==> src/rtl/salu_pkg.sv <==
package salu_pkg;

   // Operation encoding seen at the block edge
   typedef enum logic [2:0] {
      OP_AND  = 3'd0,
      OP_OR   = 3'd1,
      OP_NAND = 3'd2,
      OP_NOR  = 3'd3,
      OP_ADD  = 3'd4,
      OP_SUB  = 3'd5,
      OP_SLT  = 3'd6,
      OP_RSV  = 3'd7
   } alu_op_e;

   // Output selection inside each slice
   typedef enum logic [2:0] {
      SEL_AND  = 3'd0,
      SEL_OR   = 3'd1,
      SEL_NAND = 3'd2,
      SEL_NOR  = 3'd3,
      SEL_SUM  = 3'd4,
      SEL_LESS = 3'd5,
      SEL_ZERO = 3'd6
   } slice_sel_e;

endpackage

==> src/rtl/salu_ctl_decode.sv <==
module salu_ctl_decode
   import salu_pkg::*;
(
   input  logic [2:0] op_i,
   output slice_sel_e sel_o,
   output logic       b_inv_o,
   output logic       carry0_o
);

   always_comb begin
      sel_o    = SEL_ZERO;
      b_inv_o  = 1'b0;
      carry0_o = 1'b0;
      unique case (alu_op_e'(op_i))
         OP_AND:  sel_o = SEL_AND;
         OP_OR:   sel_o = SEL_OR;
         OP_NAND: sel_o = SEL_NAND;
         OP_NOR:  sel_o = SEL_NOR;
         OP_ADD:  sel_o = SEL_SUM;
         OP_SUB: begin
            sel_o    = SEL_SUM;
            b_inv_o  = 1'b1;
            carry0_o = 1'b1;
         end
         OP_SLT: begin
            sel_o    = SEL_LESS;
            b_inv_o  = 1'b1;
            carry0_o = 1'b1;
         end
         default: sel_o = SEL_ZERO;
      endcase
   end

endmodule

==> src/rtl/salu_bit_slice.sv <==
module salu_bit_slice
   import salu_pkg::*;
(
   input  logic       a_i,
   input  logic       b_i,
   input  logic       carry_i,
   input  logic       less_i,
   input  logic       b_inv_i,
   input  slice_sel_e sel_i,
   output logic       result_o,
   output logic       carry_o
);

   logic       b_eff;
   logic [1:0] add_w;

   // The inverted operand feeds the adder only; logic functions see raw b
   assign b_eff   = b_i ^ b_inv_i;
   assign add_w   = {1'b0, a_i} + {1'b0, b_eff} + {1'b0, carry_i};
   assign carry_o = add_w[1];

   always_comb begin
      unique case (sel_i)
         SEL_AND:  result_o = a_i & b_i;
         SEL_OR:   result_o = a_i | b_i;
         SEL_NAND: result_o = ~(a_i & b_i);
         SEL_NOR:  result_o = ~(a_i | b_i);
         SEL_SUM:  result_o = add_w[0];
         SEL_LESS: result_o = less_i;
         default:  result_o = 1'b0;
      endcase
   end

endmodule

==> src/rtl/salu_msb_slice.sv <==
module salu_msb_slice
   import salu_pkg::*;
(
   input  logic       a_i,
   input  logic       b_i,
   input  logic       carry_i,
   input  logic       less_i,
   input  logic       b_inv_i,
   input  slice_sel_e sel_i,
   output logic       result_o,
   output logic       set_o,
   output logic       ovf_o
);

   logic cout_w;
   logic sign_w;

   salu_bit_slice u_core (
      .a_i      (a_i),
      .b_i      (b_i),
      .carry_i  (carry_i),
      .less_i   (less_i),
      .b_inv_i  (b_inv_i),
      .sel_i    (sel_i),
      .result_o (result_o),
      .carry_o  (cout_w)
   );

   // Raw sign of the sum, then corrected by the overflow indication
   assign sign_w = a_i ^ (b_i ^ b_inv_i) ^ carry_i;
   assign ovf_o  = carry_i ^ cout_w;
   assign set_o  = sign_w ^ ovf_o;

endmodule

==> src/rtl/salu_top.sv <==
module salu_top
   import salu_pkg::*;
#(
   parameter int WIDTH = 8
) (
   input  logic [WIDTH-1:0] a_i,
   input  logic [WIDTH-1:0] b_i,
   input  logic [2:0]       op_i,
   output logic [WIDTH-1:0] result_o,
   output logic             overflow_o
);

   localparam int TOP = WIDTH - 1;

   if (WIDTH < 2) begin : g_width_chk
      $error("salu_top: WIDTH must be at least 2");
   end

   slice_sel_e sel_w;
   logic       b_inv_w;
   logic       carry0_w;
   logic       set_w;
   logic       ovf_w;

   salu_ctl_decode u_dec (
      .op_i     (op_i),
      .sel_o    (sel_w),
      .b_inv_o  (b_inv_w),
      .carry0_o (carry0_w)
   );

   for (genvar i = 0; i < WIDTH; i++) begin : stage
      logic cin_w;
      logic less_w;

      if (i == 0) begin : g_head
         assign cin_w  = carry0_w;
         assign less_w = set_w;
      end else begin : g_link
         assign cin_w  = stage[i-1].g_body.cout_w;
         assign less_w = 1'b0;
      end

      if (i < TOP) begin : g_body
         logic cout_w;
         salu_bit_slice u_slice (
            .a_i      (a_i[i]),
            .b_i      (b_i[i]),
            .carry_i  (cin_w),
            .less_i   (less_w),
            .b_inv_i  (b_inv_w),
            .sel_i    (sel_w),
            .result_o (result_o[i]),
            .carry_o  (cout_w)
         );
      end else begin : g_msb
         salu_msb_slice u_slice (
            .a_i      (a_i[i]),
            .b_i      (b_i[i]),
            .carry_i  (cin_w),
            .less_i   (less_w),
            .b_inv_i  (b_inv_w),
            .sel_i    (sel_w),
            .result_o (result_o[i]),
            .set_o    (set_w),
            .ovf_o    (ovf_w)
         );
      end
   end

   assign overflow_o = ovf_w;

endmodule

==> config.mk <==
export PLATFORM = sky130hd
export DESIGN_NAME = salu_top
export DESIGN_NICKNAME = d
export VERILOG_FILES = /design/src/rtl/salu_pkg.sv /design/src/rtl/salu_ctl_decode.sv /design/src/rtl/salu_bit_slice.sv /design/src/rtl/salu_msb_slice.sv /design/src/rtl/salu_top.sv
export SDC_FILE = /design/constraint.sdc
export NUM_CORES = 1
export LEC_CHECK = 0
export BUFFER_PORTS_ARGS = -buffer_cell sky130_fd_sc_hd__buf_2
export CAP_MARGIN = 10
export CORE_ASPECT_RATIO = 1.25
export CORE_MARGIN = 10
export CORE_UTILIZATION = 49
export DETAILED_ROUTE_END_ITERATION = 16
export PLACE_DENSITY = 0.76
export SETUP_SLACK_MARGIN = 0.05
export SLEW_MARGIN = 25
export SYNTH_ARGS = -nofsm -noshare
export SYNTH_HDL_FRONTEND = slang
export SYNTH_SLANG_ARGS = --single-unit
==> constraint.sdc <==
create_clock -name vclk -period 12.2
set_clock_uncertainty 0.1 [all_clocks]
set_input_delay 1.83 -clock vclk [all_inputs]
set_output_delay 1.83 -clock vclk [all_outputs]
set_load 0.02 [all_outputs]
# [After elaboration in Yosys (flattened, before gate mapping)]
# Cells that the tools add are included.
[totals] register_bits=0 input_bits=19 elab_cells=85
[classes] n_addsub=16 n_eq_ne=11 mux=10 n_bitwise=44 n_reduce_logical=4
[op_table] cell="one-hot mux 1 bit (5 select lines)" count=7
[op_table] cell="one-hot mux 3 bit (6 select lines)" count=1
[op_table] cell="adder 1 x 1 -> 2 bit" count=8
[op_table] cell="adder 2 x 1 -> 2 bit" count=8
[op_table] cell="inverter 1 bit" count=16
[op_table] cell="equality test 3 bit, second input constant" count=5
[op_table] cell="equality test 3 x 2 -> 1 bit, second input constant" count=4
[op_table] cell="bitwise XOR 1 bit" count=12
[op_table] cell="bitwise AND 1 bit" count=8
[op_table] cell="bitwise OR 1 bit" count=8
[op_table] cell="equality test 3 x 1 -> 1 bit, second input constant" count=2
[op_table] cell="logical NOT 3 bit" count=2
[op_table] cell="one-hot mux 1 bit (6 select lines)" count=1
[op_table] cell="OR reduction 2 bit" count=2
[op_table] cell="two-way mux 1 bit" count=1

# [Logic depth before layout (Yosys ltp)]
# Gate-level depths: netlist (run 1).
[logic_depth] word_depth=16 depth_mapped=17 depth_no_buf=15

# [Hierarchy]
# Synthesis (run 1) repeated with hierarchy kept, for this count alone.
[unflattened] cells_unflattened=101 area_unflattened_um2=779.5
[modules_own_cells] module="salu_bit_slice" instances=8 cells_each=11 area_per_inst_um2=86.3
[modules_own_cells] module="salu_ctl_decode" instances=1 cells_each=8 area_per_inst_um2=50.0
[modules_own_cells] module="salu_msb_slice" instances=1 cells_each=4 area_per_inst_um2=35.0
[modules_own_cells] module="salu_top" instances=1 cells_each=1 area_per_inst_um2=3.8

# [Least setup slack after synthesis (run 1)]
# Ideal clock, no wire load.
[synth_timing] path_type="in2out" from="in op_i[1]" to="out result_o[7]" t_arrival_ns=5.692 required_time_ns=10.270 setup_slack_ns=4.578 cell_stages=16 path_buffers=2 path_cell_list="buf_4 > xor2_2 > nand2_4 > xnor2_1 > fa_1 > fa_1 > fa_1 > fa_1 > fa_1 > inv_1 > fa_1 > fa_1 > nor2_1 > a21oi_1 > o221ai_1 > buf_4"
[synth_between] elab_chain_len=14 elab_cells_between_ends=41 cone_classes="16 x add/sub; 10 x eq/ne; 3 x mux; 8 x bitwise; 4 x reduce/logical"
[synth_rtl] element="from (decl)" line="salu_top.sv:8" rtl="input logic [2:0] op_i,"
[synth_rtl] element="equality test 3 bit" line="salu_ctl_decode.sv:14" rtl="unique case (alu_op_e'(op_i))"
[synth_rtl] element="OR reduction 2 bit (no source line)"
[synth_rtl] element="two-way mux 1 bit" line="salu_ctl_decode.sv:14"
[synth_rtl] element="bitwise XOR 1 bit" line="salu_bit_slice.sv:18" rtl="assign b_eff = b_i ^ b_inv_i;"
[synth_rtl] element="adder 1 x 1 -> 2 bit" line="salu_bit_slice.sv:19" rtl="assign add_w = {1'b0, a_i} + {1'b0, b_eff} + {1'b0, carry_i};"
[synth_rtl] element="adder 2 x 1 -> 2 bit (8 in series)" line="salu_bit_slice.sv:19"
[synth_rtl] element="one-hot mux 1 bit (5 select lines) *" line="salu_bit_slice.sv:23" rtl="unique case (sel_i)"
[synth_rtl] element="to (decl)" line="salu_top.sv:9" rtl="output logic [WIDTH-1:0] result_o,"
# Every way passes the cells marked *; elsewhere a longest branch is shown, timed or not.

# [Worst setup path after layout (run 1)]
[layout_timing] from="in op_i[0]" to="out result_o[7]"
# Same word-level chain as after synthesis.

==> metrics.cfg, run 1 <==
[synth]
syn_nets = 154
synthMuxAreaShare_pct = 2.09
synth_top_cell_by_area = fa_1
syn_avg_cell_area_sq_um = 7.74
synth_compound_area_share_pct = 25.7
yosys.area_share.simple_pct = 20.2
synthXorXnorAreaFrac_pct = 9.78
synthAdderAreaFrac_pct = 25.0
synth_cells = 124
synthTopCellsByArea = fa_1 17%, buf_4 7.8%, nand2_1 5.1%, buf_6 4.7%, xnor2_1 4.6%
synth_area_sq_um = 960
synth_top_family_by_area = compound AO/OA/AOI/OAI gates
yosysWarnings = 0
synth.distinct_cells = 43
yosysSeqAreaShare_pct = 0
synth.top_cell.area_share_pct = 16.7

[outcome]
status = finished, final reports clean

[timing]
setup_viol = 0
fin_hold_ws_ns = 3.92
finalSetupTns_ns = 0
grt_setup_unrepaired = false
worst_pin_slew_ns = 0.503
period_share_pct = 67.4
finalHoldViolations = 0
max_clock_freq_mhz = 122
period_minus_slack_ns = 8.22
slew_headroom_pct = 66.5
maxSlewViolCount = 0

[power_and_ir_drop]
intPower_mw = 0.0230
power_leakage_nw = 0.452
netSwitchingFraction_pct = 58.4
power_switching_mw = 0.0323
ir_drop_mv = 0.0269
p_comb_share_pct = 100.0
p_clk_share_pct = 0
finalPower_mw = 0.0552
power_density_nw_per_um2 = 55.9
power_frac_seq_pct = 0

[die]
fp.dieW_um = 59.6
coreArea_sq_um = 1810
io_pins = 28
dieArea_sq_um = 4140
rows = 17
die_h_um = 69.5
start_util_pct = 53.1

[placed_design]
port-buffer-count = 28
hpwl_um = 1820
gp_congestion = 0.758

[detailed_routing]
viasPerCell = 5.88
drt_iter0_drc = 24
routed_wl_um = 2240
detail-route-antenna-nets = 0
wire_per_inst_um = 14.5
drt-pass1-iter-count = 5
dr_total_vias = 906
drc = 0

[final_layout]
layout_commonest_cell = buf_2
final_cell_mix = 28 x buf_2, 13 x nand2_1, 10 x nor2_1, 8 x fa_1, 7 x a21oi_1
n_antenna_cell = 0
nClkBuffers = 0
nets = 167
drive_gt1_share_pct = 29.6
seqCellArea_sq_um = 0
area_growth_syn_to_layout_pct = 3.00
seq_cell_count = 0

[clock_tree]
hold_buffers = 0
postCtsSetupBuffers = 0
cts_resized = 0

[worst_hold_path]
hold_path.class = primary input to primary output

[setup_path]
crit_top_cell = fa_1
cp-start-kind = primary input
required_ns = 10.27
crit_chain = buf_2, xor2_2, nand2_4, xnor2_1, fa_1, fa_1, fa_1, fa_1, fa_1, inv_1, fa_1, fa_1, nor2_1, a21oi_1, o221ai_1, buf_2
critPathCapture = result_o[7]
cp.arrival_ns = 6.29
cp-startpoint = op_i[0]
slowest_delay_ns = 0.45
path_class = primary input to primary output
endpoint_kind = primary output
crit_fanout = 26
slowest_stage = fa_1

[global_route]
grt_max_degree = 28
antenna_found_initial = 0
first_global_vias = 839
overflow = 0
grt_use_total_pct = 10.4
grt_pass1_wl_um = 3790

[flow_run]
max_cap_violations = 0

==> kinds of logic after synthesis <==
kind of cell | Yosys count
mux | 2
xor+xnor | 9
fa+ha+maj | 15
buf+inv | 25
compound gates | 36
simple gates | 37
==> Yosys cell counts (all sizes together), types with 3 or more instances <==
library cell / n
o21ai: 9
nand2: 14
ha: 3
nor2: 11
a21oi: 8
o21a: 3
buf: 17
xnor2: 6
o22ai: 3
maj3: 4
xor2: 3
inv: 8
fa: 8
==> critical path, delay by kind of cell <==
kind / cells / cell delay (ns)
buffers and inverters: 3 / 0.69
AOI/OAI and AO/OA: 2 / 0.25
and+or+nand+nor: 2 / 0.23
xor gates and xnor gates: 2 / 0.42
adders and majority gates: 7 / 2.85
==> area by class of cell <==
cell class | instances | area, sq um
inverters | 8 | 30.0
repair buffers | 28 | 140
multi-input cells | 99 | 795
well taps | 19 | 23.8
fillers | 188 | 820
==> power groups by stage <==
stage | clock [mW] | combinational (mW) | sequential [mW]
global route | 0 | 0.0622 | 0
finish | 0 | 0.0552 | 0
floorplan | 0 | 0.0462 | 0
global placement | 0 | 0.0541 | 0
detailed placement | 0 | 0.0557 | 0
CTS | 0 | 0.0560 | 0
==> metrics by stage <==
stage                     worst slack (ns)  area (sq um)  utilization, %  instances
after floorplan                       4.58           960               -        124
after global placement                4.02           988            54.7        154
after detailed placement              3.97           988            54.7        154
after CTS                             3.96           988            54.7        154
after global routing                  3.77           988            54.7        154
final                                 3.98           988            54.7        154
==> routing by layer <==
| layer | up-vias | GRT usage, % | wire, um |
|---|---|---|---|
| li1 | 446 | - | - |
| met1 | 439 | 12.9 | 903 |
| met2 | 21 | 18.8 | 1230 |
| met3 | 0 | 1.28 | 100 |
| met4 | 0 | 0.498 | 0 |
| met5 | - | 0 | 0 |
==> worst min-delay path by stage <==
stage	start	end	slack (ns)	depth (start not counted)
5_1_grt	b_i[2]	result_o[2]	3.95	3
3_5_place_dp	b_i[2]	result_o[2]	3.93	3
4_1_cts	b_i[2]	result_o[2]	3.93	3
3_3_place_gp	b_i[2]	result_o[2]	3.92	3
6_report	b_i[2]	result_o[2]	3.92	3
2_1_floorplan	b_i[1]	result_o[1]	3.77	2
Note: power is estimated with default switching activity, not from simulation.
==> run 2, diff against run 1 <==
Settings changed: ABC_AREA set to 1, PLACE_DENSITY 0.76 to 0.81.
Clock period 12.2 ns to 6.68 ns, I/O delays scaled along.
==> run 2 against run 1 <==
  * Die area decreased by 8.1%
  * Synthesized area shrank 12%
  * First-iteration DRC count decreased by 46%
  * Design area is 4.9% lower
  * Combinational power rose by 56%
  * Flip-flop and latch count unchanged
  * Non-clock buffer count unchanged
  * Wire length fell by 1.1%
  * Critical endpoint unchanged
  * Highest routed layer unchanged
==> metrics.cfg, run 2 <==
[detailed_routing]
detail-route-antenna-nets = 0  ; unchanged
viasPerCell = 5.00  ; -15%
drc = 0  ; unchanged
drt_iter0_drc = 13  ; -46%
routed_wl_um = 2210  ; -1.1%
wire_per_inst_um = 12.2  ; -16%
drt-pass1-iter-count = 4  ; -1
dr_total_vias = 905  ; -0.11%

[timing]
grt_setup_unrepaired = false
finalHoldViolations = 0  ; unchanged
period_minus_slack_ns = 6.13
fin_hold_ws_ns = 2.33  ; -1.60 ns
period_share_pct = 91.8
setup_viol = 0  ; unchanged
finalSetupTns_ns = 0  ; unchanged
worst_pin_slew_ns = 0.460  ; -0.0432 ns
slew_headroom_pct = 69.2  ; +2.8 points
maxSlewViolCount = 0  ; unchanged
max_clock_freq_mhz = 163

[placed_design]
port-buffer-count = 28  ; unchanged
gp_congestion = 0.909  ; +20%
post_dp_cell_area_sq_um = 940  ; -4.9%
hpwl_um = 1930  ; +5.8%

[final_layout]
n_antenna_cell = 0  ; unchanged
seqCellArea_sq_um = 0  ; unchanged
n_fill_cell = 183  ; -2.7%
drive_gt1_share_pct = 19.6  ; -10 points
area_growth_syn_to_layout_pct = 10.8
final_cell_mix = 38 x nand2_1, 28 x buf_2, 22 x inv_1, 17 x nand3_1, 14 x nor2_1
nets = 195  ; +17%
fin_area_sq_um = 940  ; -4.9%
seq_cell_count = 0  ; unchanged
multi_input_area_sq_um = 691  ; -13%
layout_commonest_cell = nand2_1
nClkBuffers = 0  ; unchanged

[die]
fp.dieW_um = 57.2  ; -4.0%
start_util_pct = 53.0  ; -0.11 points
coreArea_sq_um = 1600  ; -11%
dieArea_sq_um = 3810  ; -8.1%
io_pins = 28  ; unchanged
die_h_um = 66.5  ; -4.3%
rows = 16  ; -1

[global_route]
grt_max_degree = 10  ; -64%
first_global_vias = 908  ; +8.2%
overflow = 0  ; unchanged
antenna_found_initial = 0  ; unchanged
grt_pass1_wl_um = 3730  ; -1.6%
grt_use_total_pct = 11.2  ; +0.85 points

[synth]
synth_cells = 144  ; +16%
yosysSeqAreaShare_pct = 0  ; unchanged
synth_top_family_by_area = simple AND/OR/NAND/NOR gates
synth_commonest_cells = 38 x nand2_1, 22 x inv_1, 17 x nand3_1
yosys.area_share.simple_pct = 42.0  ; +22 points
synth.top_cell.area_share_pct = 18.9  ; +2.2 points
syn_avg_cell_area_sq_um = 5.89  ; -24%
synthMuxAreaShare_pct = 0  ; -2.1 points
synthAdderAreaFrac_pct = 23.3  ; -1.7 points
synth_compound_area_share_pct = 7.82  ; -18 points
synthTopCellsByArea = fa_1 19%, nand2_1 17%, nand3_1 10%, inv_1 9.7%, xor2_1 8.3%
syn_nets = 174  ; +13%
synth_top_cell_by_area = fa_1
synth_area_sq_um = 848  ; -12%
synthXorXnorAreaFrac_pct = 8.26  ; -1.5 points
synth.distinct_cells = 18  ; -58%
synth_most_common_cell = nand2_1
yosysWarnings = 0  ; unchanged

[outcome]
status = finished, final reports clean

[setup_path]
crit_chain = buf_2, nand2_1, nand2_2, a21oi_4, xor2_1, fa_1, fa_1, fa_1, fa_1, fa_1, inv_1, fa_1, fa_1, inv_1, nand2_1, nand3_1, buf_2
slowest_stage = fa_1
critPathBufInv = 4  ; +1
cp-start-kind = primary input
cp.arrival_ns = 5.03  ; -1.26 ns
path_class = primary input to primary output
crit_family = adder cells
crit_top_cell = fa_1
crit_fanout = 9  ; -65%
required_ns = 5.58  ; -4.69 ns
endpoint_kind = primary output
slowest_delay_ns = 0.44  ; about the same

[worst_hold_path]
holdPathStages = 4  ; +1
worstHoldStart = b_i[5]
holdPathEnd = result_o[5]
hold_path.class = primary input to primary output

[power_and_ir_drop]
power_density_nw_per_um2 = 91.8  ; +64%
ir_drop_mv = 0.0422  ; +57%
power_leakage_nw = 0.544  ; +20%

[clock_tree]
cts_resized = 0  ; unchanged
postCtsSetupBuffers = 0  ; unchanged
hold_buffers = 0  ; unchanged

[flow_run]
max_cap_violations = 0  ; unchanged

[run 2: cell count changes after synthesis, sizes merged, moves of 3 or more]
cell   delta
buf       -8
o22ai     -3
o21a      -3
maj3      -4
inv      +15
nor3      +3
nand3    +17
a21oi     -5
nand2    +25
nor2      +4
xnor2     -6
xor2      +5
nand4     +3
[run 2: per-stage QoR]
stage | std cells | setup slack [ns] | utilization, % | power (mW)
after global placement | 181 | 0.643 | 58.7 | 0.0855
after CTS | 181 | 0.529 | 58.7 | 0.0874
after floorplan | 144 | 0.824 | - | 0.0682
final | 181 | 0.551 | 58.7 | 0.0862
after global routing | 181 | 0.339 | 58.7 | 0.0974
after detailed placement | 181 | 0.530 | 58.7 | 0.0872
[run 2: cell type report]
cell class         count  area share [%]
multi-input cells    112            73.5
inverters             23            9.19
repair buffers        28            14.9
well taps             18            2.40
[run 2: cell families after synthesis]
group / count (synthesis)
and+or+nand+nor: 82
buffers and inverters: 32
AOI/OAI and AO/OA: 11
adders and majority gates: 11
xor gates and xnor gates: 8
[run 2: metal layers]
metal,wire length (um),global-route usage (%),vias to the layer above,share of wire [%]
li1,-,-,484,-
met1,838,11.5,403,38
met2,1240,23.5,18,56
met3,133,2.09,0,6.0
met4,0,0.588,0,0
met5,0,0,-,0
[run 2: how the worst max path moves through the flow]
stage,end,slack [ns],cells after the start,startpoint
floorplan,result_o[7],0.82,17,op_i[0]
global placement,result_o[7],0.64,17,op_i[0]
detailed placement,result_o[7],0.53,17,op_i[0]
CTS,result_o[7],0.53,17,op_i[0]
global route,result_o[7],0.34,17,op_i[0]
finish,result_o[7],0.55,17,op_i[0]
[run 2: power by group]
| part | switching (mW) | internal (mW) |
|---|---|---|
| combinational | 0.0547 | 0.0315 |
| sequential | 0 | 0 |
| clock | 0 | 0 |
